===== config.mk =====
export PLATFORM = sky130hd
export DESIGN_NAME = pso_particle_update
export DESIGN_NICKNAME = d
export VERILOG_FILES = /design/src/rtl/pso_particle_update.sv
export SDC_FILE = /design/constraint.sdc
export NUM_CORES = 1
export LEC_CHECK = 0
export ABC_AREA = 1
export BUFFER_PORTS_ARGS = -buffer_cell sky130_fd_sc_hd__buf_2
export CORE_UTILIZATION = 55
export DETAILED_ROUTE_END_ITERATION = 10
export PLACE_DENSITY_LB_ADDON = 0.1
export SLEW_MARGIN = 5
export SYNTH_ARGS = -nofsm -noshare
export SYNTH_HDL_FRONTEND = slang
export SYNTH_SLANG_ARGS = --single-unit

===== constraint.sdc =====
create_clock -name clk -period 22.8 [get_ports clk]
set_input_delay 2.28 -clock clk [delete_from_list [all_inputs] [get_ports clk]]
set_output_delay 2.28 -clock clk [all_outputs]
set_load 0.03 [all_outputs]

===== src/rtl/pso_particle_update.sv =====
module pso_particle_update #(
  parameter int GRID = 14,
  parameter int NCELL = 7,
  parameter int CW = 8,
  parameter int VW = 10,
  parameter int VFRAC = 4,
  parameter logic [15:0] SEED_RST = 16'hACE1,
  localparam int NDIM = 2 * NCELL,
  localparam int PW = $clog2(GRID),
  localparam int IW = $clog2(NDIM)
) (
  input  logic                 clk,
  input  logic                 rst_n,
  input  logic                 start,
  input  logic                 seed_load,
  input  logic [15:0]          seed,
  input  logic [CW-1:0]        w_inertia,
  input  logic [CW-1:0]        c_cog,
  input  logic [CW-1:0]        c_soc,
  input  logic [VW-2:0]        vmax,
  output logic                 busy,
  output logic [IW-1:0]        rd_idx,
  input  logic [PW-1:0]        cur_pos,
  input  logic signed [VW-1:0] cur_vel,
  input  logic [PW-1:0]        pers_best,
  input  logic [PW-1:0]        glob_best,
  output logic                 wr_en,
  output logic [IW-1:0]        wr_idx,
  output logic signed [VW-1:0] new_vel,
  output logic [PW-1:0]        new_pos,
  output logic                 done
);
  localparam int CFRAC = CW - 1;
  localparam int SW = 2 * CW + VW + PW + 2;
  localparam int WSH = CFRAC - VFRAC;
  localparam int RSH = 2 * CFRAC - VFRAC;
  localparam logic [IW-1:0] LAST = IW'(NDIM - 1);
  localparam logic signed [SW-1:0] GMAX = SW'(GRID - 1);
  localparam logic signed [SW-1:0] HALF = SW'(2 ** (VFRAC - 1));

  function automatic logic [15:0] lfsr_next(input logic [15:0] s);
    return {s[14:0], s[15] ^ s[13] ^ s[12] ^ s[10]};
  endfunction

  logic [15:0] lfsr, rs1, rs2;
  logic [IW-1:0] idx;
  logic signed [SW-1:0] w_x, c1_x, c2_x, r1_x, r2_x, v_x, p_x, pb_x, gb_x;
  logic signed [SW-1:0] t0, t1, t2, vs, vlim, vc, pfix, prnd;
  logic [PW-1:0] pos_sat;

  assign rs1 = lfsr_next(lfsr);
  assign rs2 = lfsr_next(rs1);
  assign rd_idx = idx;

  assign w_x  = signed'(SW'(w_inertia));
  assign c1_x = signed'(SW'(c_cog));
  assign c2_x = signed'(SW'(c_soc));
  assign r1_x = signed'(SW'(rs1[CW-2:0]));
  assign r2_x = signed'(SW'(rs2[CW-2:0]));
  assign v_x  = SW'(cur_vel);
  assign p_x  = signed'(SW'(cur_pos));
  assign pb_x = signed'(SW'(pers_best));
  assign gb_x = signed'(SW'(glob_best));

  assign t0 = (w_x * v_x) <<< WSH;
  assign t1 = c1_x * r1_x * (pb_x - p_x);
  assign t2 = c2_x * r2_x * (gb_x - p_x);
  assign vs = (t0 + t1 + t2) >>> RSH;

  assign vlim = signed'(SW'(vmax));
  assign vc = (vs > vlim) ? vlim : ((vs < -vlim) ? -vlim : vs);

  assign pfix = (p_x <<< VFRAC) + vc;
  assign prnd = (pfix + HALF) >>> VFRAC;
  assign pos_sat = (prnd < 0) ? '0 : ((prnd > GMAX) ? GMAX[PW-1:0] : prnd[PW-1:0]);

  always_ff @(posedge clk or negedge rst_n) begin
    if (!rst_n) begin
      busy    <= 1'b0;
      idx     <= '0;
      wr_en   <= 1'b0;
      wr_idx  <= '0;
      new_vel <= '0;
      new_pos <= '0;
      done    <= 1'b0;
      lfsr    <= SEED_RST;
    end else begin
      wr_en <= busy;
      done  <= wr_en && (wr_idx == LAST);
      if (busy) begin
        wr_idx  <= idx;
        new_vel <= vc[VW-1:0];
        new_pos <= pos_sat;
        lfsr    <= rs2;
        if (idx == LAST) begin
          busy <= 1'b0;
          idx  <= '0;
        end else begin
          idx <= idx + 1'b1;
        end
      end else if (start) begin
        busy <= 1'b1;
        idx  <= '0;
      end else if (seed_load && (seed != 16'h0)) begin
        lfsr <= seed;
      end
    end
  end
endmodule


# --- After elaboration in Yosys (flattened, before gate mapping) ---
# Cells that the tools add are included.
# Widths: inputs -> output; s select.
totals:
  ff_bits: 41
  output_inout_bits: 25
  in_bits: 75
  elab_cells: 53
op_classes:
  n_eq_ne: 3
  order_cmp: 4
  multipliers: 5
  n_reduce_logical: 6
  n_mux: 13
  addsub: 8
  bitwise_logic: 6
op_table:
  columns: ["cell", "count"]
  rows:
  - ["$mux 32", 2]
  - ["$mux 16", 3]
  - ["$mul 16x5->21", 2]
  - ["$add 32x5->32 const B", 1]
  - ["$add 9x32->32", 1]
  - ["$lt 14x32->1", 1]
  - ["$neg 9->32", 1]
  - ["$mul 8x7->15", 2]
  - ["$gt 28x5->1 const B", 1]
  - ["$lt 28x1->1 const B", 1]
  - ["$add 23x21->24", 1]
  - ["$add 22x21->23", 1]
  - ["$mux 4", 5]
  - ["$mul 9x10->19", 1]
  - ["$reduce_bool 16->1", 1]
  - ["$gt 14x10->1", 1]
  - ["$sub 4x4->5", 2]
  - ["$eq 4x4->1 const B", 2]
  - ["$xor 1x1->1", 6]
  - ["$add 4x1->4 const B", 1]
  - ["$reduce_bool 2->1", 2]
  - ["$mux 1", 3]
  - ["$logic_and 1x1->1", 2]
  - ["$ne 2x1->1 const B", 1]
  - ["$reduce_and 2->1", 1]

# --- Longest topological paths before layout ---
# Gate-level depths: netlist (run 1).
depth:
  ltp_word: 15
  ltp_mapped: 83
  depth_no_buf: 82

# --- Worst setup path after synthesis (run 1) ---
# No wires, ideal clock.
synth_path:
  path_type: "input port to flip-flop"
  startpoint: "in c_cog[0]"
  endpoint: "reg new_pos[3]"
  required_time_ps: 22683
  setup_ps: 117
  arrival_time_ps: 14066
  path_slack_ps: 8617
  cell_stages: 71
  n_path_buf: 2
  cell_sequence: "buf_2 > nand2_1 > fa_1 > fa_1 > inv_1 > fa_1 > inv_1 > fa_1 > inv_1 > ha_1 > nand2_1 > nand2_1 > a21oi_1 > or2_2 > nand2_1 > a21oi_1 > or2_2 > nand2_1 > [... 35 more ...] > nand2_4 > nand2_2 > clkbuf_1 > o211ai_1 > o21ai_0 > inv_1 > fa_1 > nand3_1 > nand2_1 > a21oi_1 > inv_1 > nand3_2 > xor2_1 > nand3_2 > nor2_4 > nand4_1 > nand2_1 > nand2_1"
synth_via:
  elab_chain_cells: 12
  word_cells_on_any_way: 14
  cone_classes: "add/sub: 4; mul: 2; order compare: 4; mux: 4"
synth_lines:
  columns: ["element", "line_no", "source"]
  rows:
  - ["from (decl)", "18", "input logic [CW-1:0] c_cog,"]
  - ["$mul 8x7->15 (*)", "66", "assign t1 = c1_x * r1_x * (pb_x - p_x);"]
  - ["$mul 16x5->21 (*)", "66", null]
  - ["$add 22x21->23 (*)", "68", "assign vs = (t0 + t1 + t2) >>> RSH;"]
  - ["$add 23x21->24 (*)", "68", null]
  - ["$lt 14x32->1", "71", "assign vc = (vs > vlim) ? vlim : ((vs < -vlim) ? -vlim : vs);"]
  - ["$mux 32", "71", null]
  - ["$mux 32 (*)", "71", null]
  - ["named net vc[4]", "48", "logic signed [SW-1:0] t0, t1, t2, vs, vlim, vc, pfix, prnd;"]
  - ["$add 9x32->32 (*)", "73", "assign pfix = (p_x <<< VFRAC) + vc;"]
  - ["$add 32x5->32 (*)", "74", "assign prnd = (pfix + HALF) >>> VFRAC;"]
  - ["$gt 28x5->1", "75", "assign pos_sat = (prnd < 0) ? '0 : ((prnd > GMAX) ? GMAX[PW-1:0] : prnd[PW-1:0]);"]
  - ["$mux 4", "75", null]
  - ["$mux 4 (*)", "75", null]
  - ["to (signal assigned)", "93", "new_pos <= pos_sat;"]
  - ["to (decl)", "30", "output logic [PW-1:0] new_pos,"]
# The timed path passes the listed nets; every way through them passes the cells marked *.
# A chain may end at the register's enable or synchronous reset.

# --- Final worst setup path (run 1) ---
layout_path:
  startpoint: "in c_soc[4]"
  endpoint: "reg new_pos[3]"
layout_via:
  elab_chain_cells: 11
  word_cells_on_any_way: 13
  cone_classes: "add/sub: 3; mul: 2; order compare: 4; mux: 4"
layout_lines:
  columns: ["element", "line_no", "source"]
  rows:
  - ["from (decl)", "19", "input logic [CW-1:0] c_soc,"]
  - ["$mul 8x7->15 (*)", "67", "assign t2 = c2_x * r2_x * (gb_x - p_x);"]
  - ["$mul 16x5->21 (*)", "67", null]
  - ["$add 23x21->24 (*)", "68", null]
  - ["$lt 14x32->1", "71", null]
  - ["$mux 32", "71", null]
  - ["$mux 32 (*)", "71", null]
  - ["named net vc[4]", "48", null]
  - ["$add 9x32->32 (*)", "73", null]
  - ["$add 32x5->32 (*)", "74", null]
  - ["$gt 28x5->1", "75", null]
  - ["$mux 4", "75", null]
  - ["$mux 4 (*)", "75", null]
# Marks and branches as above.

==> flow_metrics.py, run 1 <==
metrics = {
    "run_status": {
        "outcome": "complete, no violations",
    },
    "timing": {
        "final_max_slew_viol_count": 0,
        "finalClockSkew_ns": 0.00435,
        "hold_ws_ns": 0.470,
        "rsz0062_at_grt": "false",
        "period_share_pct": 65.4,
        "tns_ns": 0,
        "setup_viol": 0,
        "hold_violations": 0,
        "worst_pin_slew_ns": 0.946,
        "fin_crit_ns": 14.92,
        "clock.fmax_mhz": 67.0,
        "max_slew_margin_pct": 36.8,
    },
    "hold_path": {
        "hold_depth": 1,
        "hp-class": "reg -> reg",
        "hp-start": "wr_idx[1]",
    },
    "clock_tree": {
        "cts_tree": "done",
        "insertion_delay_ns": 0.29,
        "cts_buffers": 5,
        "cts_root_buffer": "clkbuf_16",
        "ctsHoldBuffers": 0,
        "clk_pin_slew_ns": 0.06,
        "clock_path_buffers": 2,
        "clock-sinks": 41,
        "post_cts_buffers": 0,
        "cts_resized": 0,
        "cts_htree_levels": 2,
    },
    "yosys": {
        "yosysWarningCount": 0,
        "synth.distinct_cells": 48,
        "yosysSeqAreaShare_pct": 6.38,
        "synthCells": 2183,
        "ys.flop_type": "dfrtp_1",
        "synth_nets": 2736,
        "ys_seq_elements": 41,
        "synth_area_sq_mm": 0.0162,
        "syn_avg_cell_area_sq_um": 7.44,
        "synth_edf_count": 0,
        "synthArstFlopShare_pct": 100,
    },
    "critical_path": {
        "max_stage_delay_ns": 0.58,
        "critPathLaunch": "c_soc[4]",
        "crit_top_cell": "inv_1",
        "critPathSlowestCell": "xor2_1",
        "start_kind": "input port",
        "crit_required_ns": 22.98,
        "reg2reg_depth": 74,
        "worstSetupPathType": "in -> reg",
        "cp.arrival_ns": 15.10,
        "timing.rr.start": "lfsr[10]",
        "cp-end-kind": "register",
        "critPathMaxFanout": 15,
    },
    "routing": {
        "vias": 13300,
        "met2WireLength_um": 17900,
        "first_pass_iters": 5,
        "drt-wirelength-per-cell_um": 14.0,
        "viasPerCell": 5.06,
        "drc": 0,
        "top_layer": "met4",
        "wl_met3_um": 1760,
        "drt_iter0_markers": 747,
        "ant_nets": 0,
        "routed_wl_um": 36700,
        "wl_met1_um": 16500,
    },
    "final_layout": {
        "n_fill_cell": 2818,
        "final_cell_mix": "inv_1, nand2_1, fa_1",
        "diodes": 0,
        "area_growth_pct": 6.08,
        "final_layout_size_suffix_gt1_share_pct": 9.00,
        "final_common_cell": "inv_1",
        "nets": 2796,
    },
    "flow_run": {
        "cap_violations": 0,
    },
    "global_route": {
        "grt_pass1_vias": 13400,
        "antenna_found_initial": 0,
        "grt_usage_pct": 25.6,
        "grt_overflow": 0,
        "grt_max_degree": 42,
        "grt_pass1_wl_um": 63700,
    },
    "place": {
        "dp_hpwl_um": 32600,
        "portBuffers": 99,
        "gp_congestion": 0.969,
    },
    "floorplan": {
        "core_sq_mm": 0.0289,
        "die-height_um": 174,
        "fp.dieW_um": 174,
        "placementRows": 62,
        "pin_count": 100,
        "die_area_sq_mm": 0.0302,
        "start_util_pct": 56.3,
    },
}
per-stage QoR:
stage | cell area (sq um) | utilization (%) | std cells | setup slack, ns
floorplan | 16200 | - | 2183 | 8.62
global placement | 17100 | 59.1 | 2620 | 8.02
detailed placement | 17100 | 59.1 | 2620 | 7.72
CTS | 17200 | 59.7 | 2628 | 7.97
global route | 17200 | 59.7 | 2628 | 6.81
finish | 17200 | 59.7 | 2628 | 7.88
worst max-delay path, delay by kind of cell:
family | cells | cell delay, ns
fa+ha+maj | 13 | 5.79
simple gates | 31 | 3.60
compound gates | 13 | 1.73
buf+inv | 12 | 0.92
xor+xnor | 2 | 0.76
worst paths after layout:
| check | end | slack, ns |
|---|---|---|
| setup reg to reg | new_pos[3] | 8.81 |
| setup / recovery | new_pos[3] | 7.88 |
| max in group asynchronous | lfsr[2] | 20.10 |
| min in group asynchronous | wr_idx[1] | 2.13 |
| hold / removal | done | 0.47 |
| hold reg to reg | done | 0.47 |
per-layer routing:
| metal | up-vias | GRT usage, % |
|---|---|---|
| li1 | 6581 | - |
| met3 | 44 | 2.63 |
| met4 | 0 | 4.20 |
| met5 | - | 0 |
| met2 | 318 | 43.5 |
| met1 | 6345 | 36.0 |
cells in the mapped netlist, types with 4 or more instances:
library cell | n | area share [%]
inv_1 | 599 | 14
nand3_1 | 39 | 1.2
nor4_1 | 5 | 0.19
inv_2 | 9 | 0.21
ha_1 | 220 | 17
a21o_1 | 5 | 0.23
fa_1 | 258 | 32
o21bai_1 | 7 | 0.32
a21oi_1 | 79 | 2.4
buf_1 | 9 | 0.21
nand3_2 | 14 | 0.86
nand2_1 | 492 | 11
nor3_1 | 12 | 0.37
dfrtp_1 | 33 | 5.1
a31oi_1 | 10 | 0.39
or2_2 | 19 | 0.73
nor2_2 | 6 | 0.23
clkbuf_1 | 39 | 0.90
nand4_1 | 12 | 0.46
o21ai_0 | 43 | 1.3
nor2_1 | 138 | 3.2
nand2_2 | 17 | 0.65
nor2_4 | 4 | 0.28
xor2_1 | 25 | 1.3
clkinv_1 | 5 | 0.12
o211ai_1 | 14 | 0.65
nand2_4 | 8 | 0.55
xnor2_1 | 23 | 1.2
dfstp_2 | 8 | 1.3
state kept, by name (all words and copies together), names as in the netlist:
register	count
busy	1
done	1
lfsr	16
new_pos	4
new_vel	10
rd_idx	4
wr_en	1
wr_idx	4
final cells by class:
type | count | area [sq um] | share of cell area (%)
Clock buffer | 7 | 143 | 0.828
Clock inverter | 1 | 30.0 | 0.174
Inverter | 613 | 2300 | 13.4
Multi-Input combinational cell | 1479 | 12700 | 73.8
Sequential cell | 41 | 1040 | 6.01
Tap cell | 384 | 480 | 2.79
Timing Repair Buffer | 103 | 526 | 3.05
cells by family (layout without fill, tap and decap cells):
group	Yosys count	after routing	share of synthesized area, %
fa+ha+maj	478	478	48.8
buf+inv	663	724	15.4
xor+xnor	49	49	2.69
flops	41	41	6.38
compound gates	180	180	6.38
simple gates	772	772	20.4
Power of run 1 is not shown: default switching activity piles up to over one toggle a cycle in this logic, so the estimate is an artifact.
==> inputs of run 2 (changes only) <==
--- a/config.mk
+++ b/config.mk
@@ -5,7 +5,7 @@
 export SDC_FILE = /design/constraint.sdc
 export NUM_CORES = 1
 export LEC_CHECK = 0
-export ABC_AREA = 1
+export ABC_AREA = 0
 export BUFFER_PORTS_ARGS = -buffer_cell sky130_fd_sc_hd__buf_2
 export CORE_UTILIZATION = 55
 export DETAILED_ROUTE_END_ITERATION = 10
==> constraint.sdc (replaced) <==
create_clock -name clk -period 15.45 [get_ports clk]
set_input_delay 1.545 -clock clk [delete_from_list [all_inputs] [get_ports clk]]
set_output_delay 1.545 -clock clk [all_outputs]
set_load 0.03 [all_outputs]
==> run 2 against run 1 <==
Register-to-register slack worse by 7.8 ns. Synthesized area shrank 1.4%. Global-route usage rose by 0.82 points. Die area fell by 1.4%. Non-clock buffer count up 21. Highest routed layer unchanged.
==> flow_metrics.py, run 2 <==
metrics = {
    "timing": {
        "fin_crit_ns": 14.81,
        "period_share_pct": 95.8,
        "worst_pin_slew_ns": 1.18,
        "finalClockSkew_ns": 0.00212,
        "max_slew_margin_pct": 20.8,
        "setup_viol": 0,
        "fin_ws_ns": 0.645,
        "hold_violations": 0,
        "final_max_slew_viol_count": 0,
        "hold_ws_ns": 0.441,
        "clock.fmax_mhz": 67.5,
    },
    "final_layout": {
        "nets": 2483,
        "area_growth_pct": 8.44,
        "reg.largest.list": "lfsr (16), new_vel (10)",
        "diodes": 0,
        "regMostFlops": "lfsr",
        "final_cell_mix": "inv_1, fa_1, ha_1",
        "fin_util_pct": 60.5,
        "final_common_cell": "inv_1",
        "final_layout_size_suffix_gt1_share_pct": 10.8,
        "largest_reg_flops": 16,
    },
    "clock_tree": {
        "clock_path_buffers": 2,
        "cts_root_buffer": "clkbuf_16",
        "cts_htree_levels": 2,
        "cts_buffers": 5,
        "ctsHoldBuffers": 0,
        "clk_pin_slew_ns": 0.06,
        "clock-sinks": 41,
        "cts_tree": "done",
        "insertion_delay_ns": 0.28,
    },
    "yosys": {
        "ys_seq_elements": 41,
        "synthArstFlopShare_pct": 100,
        "yosys.area.top_type": "fa_1",
        "yosysWarningCount": 0,
        "synth_edf_count": 0,
        "synth_area_sq_mm": 0.0160,
        "synth.distinct_cells": 81,
        "synth_common_cells": "inv_1, fa_1, ha_1, nand2_1, and2_1",
        "synthTopCellsByArea": "fa_1, ha_1, inv_1",
        "syn_avg_cell_area_sq_um": 8.69,
        "synth_nets": 2396,
        "synth_most_common_cell": "inv_1",
        "ys.flop_type": "dfrtp_1",
        "synth_top_area_share_pct": 32.3,
        "synthCells": 1843,
        "yosysSeqAreaShare_pct": 6.47,
    },
    "place": {
        "dp_hpwl_um": 32500,
        "portBuffers": 99,
        "gp_congestion": 0.931,
        "dpl_worst_slack_ns": -0.0406,
    },
    "routing": {
        "drt-wirelength-per-cell_um": 16.5,
        "ant_nets": 0,
        "viasPerCell": 5.46,
        "vias": 12600,
        "drt_iter0_markers": 858,
        "first_pass_iters": 7,
        "routed_wl_um": 38100,
        "drc": 0,
    },
    "critical_path": {
        "crit_required_ns": 15.60,
        "cp-end-kind": "register",
        "critPathMaxFanout": 14,
        "crit_top_cell": "fa_1",
        "worstSetupPathType": "in -> reg",
        "cp.arrival_ns": 14.95,
        "max_stage_delay_ns": 0.55,
        "start_kind": "input port",
        "critPathSlowestCell": "fa_1",
    },
    "global_route": {
        "grt_pass1_wl_um": 64800,
        "grt_max_degree": 46,
        "grt_pass1_vias": 12800,
        "antenna_found_initial": 0,
        "grt_use_met2_pct": 43.4,
        "grt_overflow": 0,
        "grtUsageMet3_pct": 1.45,
        "met1_usage_pct": 38.9,
        "busiest_layer": "met2",
        "grt_usage_pct": 26.5,
    },
    "floorplan": {
        "die-height_um": 173,
        "pin_count": 100,
        "core_sq_mm": 0.0287,
        "placementRows": 62,
        "die_area_sq_mm": 0.0298,
        "start_util_pct": 55.8,
        "fp.dieW_um": 173,
    },
    "hold_path": {
        "hp-class": "reg -> reg",
    },
    "flow_run": {
        "cap_violations": 0,
    },
    "run_status": {
        "outcome": "complete, no violations",
    },
}
## run 2: cell count changes in the layout (fill, tap and decap cells not counted), moves of 21 or more
cell | before | now
nor2_1 | 138 | 72
nand2b_1 | 0 | 28
xnor2_1 | 23 | 46
inv_1 | 599 | 368
a21o_1 | 5 | 30
nand2_1 | 492 | 193
buf_4 | 4 | 25
and2_1 | 3 | 146
## run 2: layout make-up
| cell class | count | area (sq um) |
|---|---|---|
| clock buffers | 7 | 153 |
| multi-input cells | 1388 | 13600 |
| fillers | 2547 | 11300 |
| flip-flops and latches | 41 | 1040 |
| inverters | 370 | 1390 |
| repair buffers | 124 | 683 |
| well taps | 384 | 480 |
| clock inverters | 1 | 5.00 |
## run 2: what timing repair did
action,4_1_cts,5_1_grt
setup endpoints to repair,0,4
resized for setup,0,50
hold endpoints to repair,0,0
buffers inserted,0,2
## run 2: stage by stage
step           instances  setup TNS [ns]  area [sq um]
2_1_floorplan       1843               0         16000
3_3_place_gp        2305               0         17000
3_5_place_dp        2305          -0.102         17000
4_1_cts             2313               0         17200
5_1_grt             2315         -0.0828         17400
6_report            2315               0         17400
## run 2: kinds of logic after synthesis
family                     count (synthesis)  synth area share, %
xor gates and xnor gates                  75                 4.15
and+or+nand+nor                          558                 17.7
DFF                                       41                 6.47
adders and majority gates                478                 49.5
AOI/OAI and AO/OA                        246                 10.3
muxes                                     31                 2.12
buffers and inverters                    414                 9.84
## run 2: final timing paths
check | to | slack, ns | from | cells past startpoint
worst max-delay path | new_pos[3] | 0.64 | c_cog[3] | 60
worst min-delay path | done | 0.44 | wr_idx[1] | 1
worst max register to register | new_pos[3] | 1.04 | lfsr[10] | 58
worst min register to register | done | 0.44 | wr_idx[1] | 1
max in group asynchronous | busy | 13.43 | rst_n | 1
min in group asynchronous | new_vel[0] | 1.40 | rst_n | 1
## run 2: worst max-delay path: cells and delay by family
| family | cells | cell delay (ns) |
|---|---|---|
| muxes | 1 | 0.20 |
| xor gates and xnor gates | 3 | 0.46 |
| and+or+nand+nor | 17 | 3.45 |
| adders and majority gates | 13 | 5.95 |
| AOI/OAI and AO/OA | 15 | 2.34 |
| buffers and inverters | 11 | 1.00 |
## run 2: metal layers
metal | share of wire, % | up-vias
met5 | 0 | -
met4 | 2.1 | 0
met3 | 3.8 | 55
met2 | 48 | 292
met1 | 46 | 6259
li1 | - | 6036
Power of run 2 is left out for the same reason.
